$ cat src/rtl/burst_col_pkg.sv
package burst_col_pkg;
   localparam int LEN_CODE_W = 3;

   typedef enum logic [LEN_CODE_W-1:0] {
      BLEN_1    = 3'd0,
      BLEN_2    = 3'd1,
      BLEN_4    = 3'd2,
      BLEN_8    = 3'd3,
      BLEN_PAGE = 3'd7
   } blen_code_e;

   // log2 of the longest fixed-length burst
   localparam int MAX_FIXED_LOG = 3;
endpackage

$ cat src/rtl/burst_len_dec.sv
module burst_len_dec
   import burst_col_pkg::*;
#(
   parameter int COL_W = 8
) (
   input  logic [LEN_CODE_W-1:0] code_i,
   output logic [COL_W-1:0]      mask_o,
   output logic                  page_o
);
   logic short_ok;

   assign page_o   = (code_i == BLEN_PAGE);
   assign short_ok = !code_i[LEN_CODE_W-1];

   // One mask bit per column bit; low bits open up with the length code.
   for (genvar i = 0; i < COL_W; i++) begin : g_mask
      if (i < MAX_FIXED_LOG) begin : g_low
         assign mask_o[i] = page_o | (short_ok & (code_i > LEN_CODE_W'(i)));
      end else begin : g_high
         assign mask_o[i] = page_o;
      end
   end
endmodule

$ cat src/rtl/burst_col_order.sv
module burst_col_order #(
   parameter int COL_W         = 8,
   parameter bit INTERLEAVE_EN = 1'b1
) (
   input  logic [COL_W-1:0] base_i,
   input  logic [COL_W-1:0] cnt_i,
   input  logic [COL_W-1:0] mask_i,
   input  logic             ilv_i,
   output logic [COL_W-1:0] col_o
);
   logic [COL_W-1:0] seq_low;
   logic [COL_W-1:0] fixed_hi;

   assign fixed_hi = base_i & ~mask_i;
   assign seq_low  = (base_i + cnt_i) & mask_i;

   if (INTERLEAVE_EN) begin : g_ilv
      logic [COL_W-1:0] ilv_low;
      assign ilv_low = (base_i ^ cnt_i) & mask_i;
      assign col_o   = fixed_hi | (ilv_i ? ilv_low : seq_low);
   end else begin : g_seq
      logic unused_ilv;
      assign unused_ilv = ilv_i;
      assign col_o      = fixed_hi | seq_low;
   end
endmodule

$ cat src/rtl/burst_col_ctrl.sv
module burst_col_ctrl
   import burst_col_pkg::*;
#(
   parameter int COL_W = 8
) (
   input  logic                  clk,
   input  logic                  rst_n,
   input  logic                  start_i,
   input  logic                  term_i,
   input  logic [LEN_CODE_W-1:0] len_code_i,
   input  logic                  ilv_i,
   input  logic [COL_W-1:0]      start_col_i,
   output logic                  active_o,
   output logic [COL_W-1:0]      base_o,
   output logic [COL_W-1:0]      cnt_o,
   output logic [COL_W-1:0]      mask_o,
   output logic                  ilv_o,
   output logic                  page_o,
   output logic                  last_o
);
   logic [COL_W-1:0] new_mask;
   logic             new_page;
   logic             active_q, ilv_q, page_q;
   logic [COL_W-1:0] base_q, cnt_q, mask_q;

   burst_len_dec #(.COL_W(COL_W)) u_dec (
      .code_i (len_code_i),
      .mask_o (new_mask),
      .page_o (new_page)
   );

   assign last_o = active_q & ~page_q & (cnt_q == mask_q);

   always_ff @(posedge clk) begin
      if (!rst_n) begin
         active_q <= 1'b0;
         ilv_q    <= 1'b0;
         page_q   <= 1'b0;
         base_q   <= '0;
         cnt_q    <= '0;
         mask_q   <= '0;
      end else if (start_i) begin
         active_q <= 1'b1;
         ilv_q    <= ilv_i & ~new_page;
         page_q   <= new_page;
         base_q   <= start_col_i;
         cnt_q    <= '0;
         mask_q   <= new_mask;
      end else if (active_q) begin
         if (term_i || last_o) begin
            active_q <= 1'b0;
         end else begin
            cnt_q <= cnt_q + COL_W'(1);
         end
      end
   end

   assign active_o = active_q;
   assign base_o   = base_q;
   assign cnt_o    = cnt_q;
   assign mask_o   = mask_q;
   assign ilv_o    = ilv_q;
   assign page_o   = page_q;
endmodule

$ cat src/rtl/burst_col_gen.sv
module burst_col_gen
   import burst_col_pkg::*;
#(
   parameter int COL_W         = 8,
   parameter bit INTERLEAVE_EN = 1'b1
) (
   input  logic                  clk,
   input  logic                  rst_n,
   input  logic                  start_i,
   input  logic                  term_i,
   input  logic [LEN_CODE_W-1:0] len_code_i,
   input  logic                  ilv_i,
   input  logic [COL_W-1:0]      start_col_i,
   output logic [COL_W-1:0]      col_o,
   output logic                  valid_o,
   output logic                  last_o
);
   if (COL_W < MAX_FIXED_LOG) begin : g_bad_width
      $error("burst_col_gen: COL_W must cover the longest fixed burst");
   end

   logic             active;
   logic [COL_W-1:0] base, cnt, mask;
   logic             ilv_q, page;

   burst_col_ctrl #(.COL_W(COL_W)) u_ctrl (
      .clk         (clk),
      .rst_n       (rst_n),
      .start_i     (start_i),
      .term_i      (term_i),
      .len_code_i  (len_code_i),
      .ilv_i       (ilv_i),
      .start_col_i (start_col_i),
      .active_o    (active),
      .base_o      (base),
      .cnt_o       (cnt),
      .mask_o      (mask),
      .ilv_o       (ilv_q),
      .page_o      (page),
      .last_o      (last_o)
   );

   burst_col_order #(.COL_W(COL_W), .INTERLEAVE_EN(INTERLEAVE_EN)) u_order (
      .base_i (base),
      .cnt_i  (cnt),
      .mask_i (mask),
      .ilv_i  (ilv_q),
      .col_o  (col_o)
   );

   assign valid_o = active;

   // Marks cycles where $past refers to a post-reset cycle.
   logic hist_ok;
   always_ff @(posedge clk) begin
      if (!rst_n) hist_ok <= 1'b0;
      else        hist_ok <= 1'b1;
   end

   AST_LAST_IN_BURST: assert property (@(posedge clk) disable iff (!rst_n)
      last_o |-> valid_o);
   AST_LAST_ENDS: assert property (@(posedge clk) disable iff (!rst_n)
      hist_ok && $past(last_o && !start_i) |-> !valid_o);
   AST_START_COL: assert property (@(posedge clk) disable iff (!rst_n)
      hist_ok && $past(start_i) |-> valid_o && col_o == $past(start_col_i));
   AST_TERM_ENDS: assert property (@(posedge clk) disable iff (!rst_n)
      hist_ok && $past(term_i && !start_i) |-> !valid_o);
   AST_PAGE_NO_LAST: assert property (@(posedge clk) disable iff (!rst_n)
      (valid_o && page) |-> !last_o);
   AST_BLOCK_HOLD: assert property (@(posedge clk) disable iff (!rst_n)
      hist_ok && valid_o && $past(valid_o) && !$past(start_i)
      |-> ((col_o ^ $past(col_o)) & ~mask) == '0);
endmodule

$ cat config.mk
export PLATFORM = sky130hd
export DESIGN_NAME = burst_col_gen
export DESIGN_NICKNAME = d
export VERILOG_FILES = /design/src/rtl/burst_col_pkg.sv /design/src/rtl/burst_len_dec.sv /design/src/rtl/burst_col_order.sv /design/src/rtl/burst_col_ctrl.sv /design/src/rtl/burst_col_gen.sv
export SDC_FILE = /design/constraint.sdc
export NUM_CORES = 1
export LEC_CHECK = 0
export BUFFER_PORTS_ARGS = -buffer_cell sky130_fd_sc_hd__buf_2
export CAP_MARGIN = 10
export CORE_MARGIN = 5
export CORE_UTILIZATION = 55
export CTS_CLUSTER_DIAMETER = 60
export CTS_CLUSTER_SIZE = 20
export DETAILED_ROUTE_END_ITERATION = 8
export PLACE_DENSITY = 0.82
export SYNTH_ARGS = -nofsm -noshare
export SYNTH_HDL_FRONTEND = slang
export SYNTH_SLANG_ARGS = --single-unit
$ cat constraint.sdc
create_clock -name clk -period 2.42 [get_ports clk]
set_input_delay 0.242 -clock clk [delete_from_list [all_inputs] [get_ports clk]]
set_output_delay 0.242 -clock clk [all_outputs]
set_load 0.02 [all_outputs]
==> results.cfg <==
[critical_path]
crit_type = reg2out
setup.worst_path.start_class = flip-flop
cp_common_cell = buf_4
crit_path_max_incr_delay_ns = 0.38
path_max_fanout = 7
required_ns = 2.18
crit_path_end_kind = primary output
cp.buffers_inverters = 3
cp_data_arrival_time_ns = 2.11
path_cells = buf_4 -> inv_1 -> fa_2 -> nor2b_2 -> o21ai_2 -> a21oi_2 -> nor3_1 -> nand3b_1 -> buf_4
crit_family = flip-flops
critPathSlowestCell = dfxtp_4

[sta]
finalHoldViolCount = 0
skew_ns = 0.00750
setup_viol = 0
fmax_mhz = 425
max-slew-margin-rel_pct = 66.5
worstMarginPinSlew_ns = 0.501
period_share_pct = 97.3
final_max_slew_viol_count = 0
fin_crit_ns = 2.36

[global_route]
grt_overflow = 0
grt_max_degree = 20
met1_usage_pct = 24.0
antenna_found_initial = 0
busiest_layer = met2
use_met2_pct = 36.2
grt_pass1_wl_um = 5730
met3_usage_pct = 4.26
grt_pass1_vias = 1314
track_usage_pct = 20.8

[placement]
numPortBuffers = 25
dp_hpwl_um = 2330
place.gp.congestion = 0.886

[pwr]
power.ir.vdd_worst_uv = 386
power_leakage_uw = 0.000702
p_per_area_nw_per_um2 = 409
p_total_uw = 731

[cells_and_area]
final-seq-area_um2 = 474
n_fill_cell = 183
multiInputGateArea_um2 = 1050
final_net_count = 215
final_util_pct = 72.9
area_growth_pct = 27.2
drive_above_1_share_pct = 38.1
n_antenna_cell = 0

[detailed_routing]
vias = 1284
routed_wirelength_um = 3650
viasPerCell = 5.86
ant_nets = 0
post-route-drc-count = 0
drt_iter0_markers = 50
first_pass_iters = 4
wl_per_cell_um = 16.7

[logic_synthesis]
synth_seq_area_share_pct = 31.3
yosys.area.top_type_share_pct = 31.3
ys_top_cells_by_area = dfxtp_1 31%, mux2i_1 7.8%, ha_1 7.1%
synth_top_area_cell = dfxtp_1
synth.most_common_cell = dfxtp_1
syn_area_per_cell_um2 = 8.68
async_flop_share_pct = 0
synthFlopType = dfxtp_1
yosysUniqueCellTypes = 39
yosys_warnings = 0
synth_fp_nets = 187
synth.ff_latch_count = 22
syn_area_um2 = 1410
synth_commonest_cells = 22 x dfxtp_1, 15 x nor2_1, 11 x a21oi_1, 11 x mux2i_1, 10 x nor2b_1
syn_inst = 162
synth_edf_count = 0

[job]
cap_violations = 0

[floorplanning]
die_x_um = 60.6
dieArea_um2 = 3670
die_h_um = 60.6
io_pins = 26
initial_utilization_pct = 57.3
core-area_um2 = 2450
num_rows = 18

[worst_hold_path]
min_path_type = in2reg

[cts]
cts_tree = built
cts_root_buffer = clkbuf_4
ctsHtreeMaxLevel = 1
clk_pin_slew_ns = 0.12
clock-sinks = 22
ctsHoldBuffers = 0
cts_inserted_buffers = 3
clock_path_buffers = 2
clock_latency_ns = 0.31

[run_status]
status = finished clean
## placed cells by master, fill, tap and decap left out, types with 7 or more instances in the layout
master	Yosys	routed
buf_2	2	22
nor2_1	15	14
mux2i_1	11	11
nor2b_1	10	9
dfxtp_1	22	9
a21oi_1	11	8
xor2_1	8	8
inv_1	7	7
ha_4	0	7
buf_4	0	7
dfxtp_4	0	7
## where the power goes
group / switching [uW] / total [uW] / internal (uW)
clock: 113 / 205 / 92.0
combinational: 72.9 / 138 / 64.6
sequential: 19.2 / 389 / 370
total: 205 / 731 / 527
## kinds of logic (layout without fill, tap and decap cells)
family	after synthesis	count (layout)	synth area share (%)
flip-flops	22	22	31.3
AO/OA/AOI/OAI	29	29	14.0
buffers and inverters	13	40	3.65
XOR/XNOR	14	14	8.72
adder cells (fa/ha/maj)	9	9	8.54
multiplexers	13	13	9.43
AND/OR/NAND/NOR	62	62	24.4
## state kept, by name, indices dropped and copies added (netlist names)
name and count:
u_ctrl.active_o 1, u_ctrl.mask_o 4, u_ctrl.base_o 8, u_ctrl.ilv_o 1, u_ctrl.cnt_o 8
## final cells by class
class                      count  share of cell area (%)
tap                           30                    2.10
timing repair buffer          29                    9.09
sequential                    22                    26.5
multi-input combinational    127                    58.8
inverter                       7                    1.47
clock buffer                   4                    2.03
## stage by stage
stage / area, um^2 / hold slack (ns) / setup TNS [ns] / worst slack [ns] / std cells
3_5_place_dp: 1540 / 0.509 / 0 / 0.128 / 211
2_1_floorplan: 1410 / 0.370 / 0 / 0.288 / 162
3_3_place_gp: 1540 / 0.501 / 0 / 0.244 / 211
5_1_grt: 1790 / 0.181 / -0.0283 / -0.0171 / 219
6_report: 1790 / 0.181 / 0 / 0.0647 / 219
4_1_cts: 1670 / 0.173 / -0.00120 / -0.00120 / 219
## worst paths after layout
| check | startpoint | endpoint | slack [ns] | cells past startpoint |
|---|---|---|---|---|
| setup / recovery | u_ctrl.cnt_o[1]$_SDFFE_PP0P_ | col_o[6] | 0.06 | 9 |
| hold / removal | start_col_i[0] | u_ctrl.base_o[0]$_SDFFE_PN0P_ | 0.18 | 3 |
| setup reg to reg | u_ctrl.cnt_o[1]$_SDFFE_PP0P_ | u_ctrl.cnt_o[2]$_SDFFE_PP0P_ | 0.72 | 6 |
| hold reg to reg | u_ctrl.mask_o[2]$_SDFFE_PN0P_ | u_ctrl.mask_o[2]$_SDFFE_PN0P_ | 0.54 | 2 |
## timing repair
| item | 4_1_cts | 5_1_grt |
|---|---|---|
| endpoints found under the setup margin | 4 | 4 |
| cloned | 0 | 0 |
| pin swaps | 4 | 8 |
| resized for setup | 16 | 29 |
| buffers inserted | 4 | 0 |
## routing by layer
layer | up-vias | wire [um]
met2 | 42 | 1930
met5 | - | 0
met1 | 614 | 1440
met4 | 0 | 75
met3 | 11 | 208
li1 | 617 | -
## worst reg2reg max path: cells and delay by family, from the launching register on
| family | cells | cell delay (ns) |
|---|---|---|
| AO/OA/AOI/OAI | 3 | 0.55 |
| AND/OR/NAND/NOR | 1 | 0.38 |
| flip-flops | 1 | 0.37 |
| XOR/XNOR | 1 | 0.17 |
| buffers and inverters | 1 | 0.16 |
No activity file was read; power rests on OpenSTA's default activity.
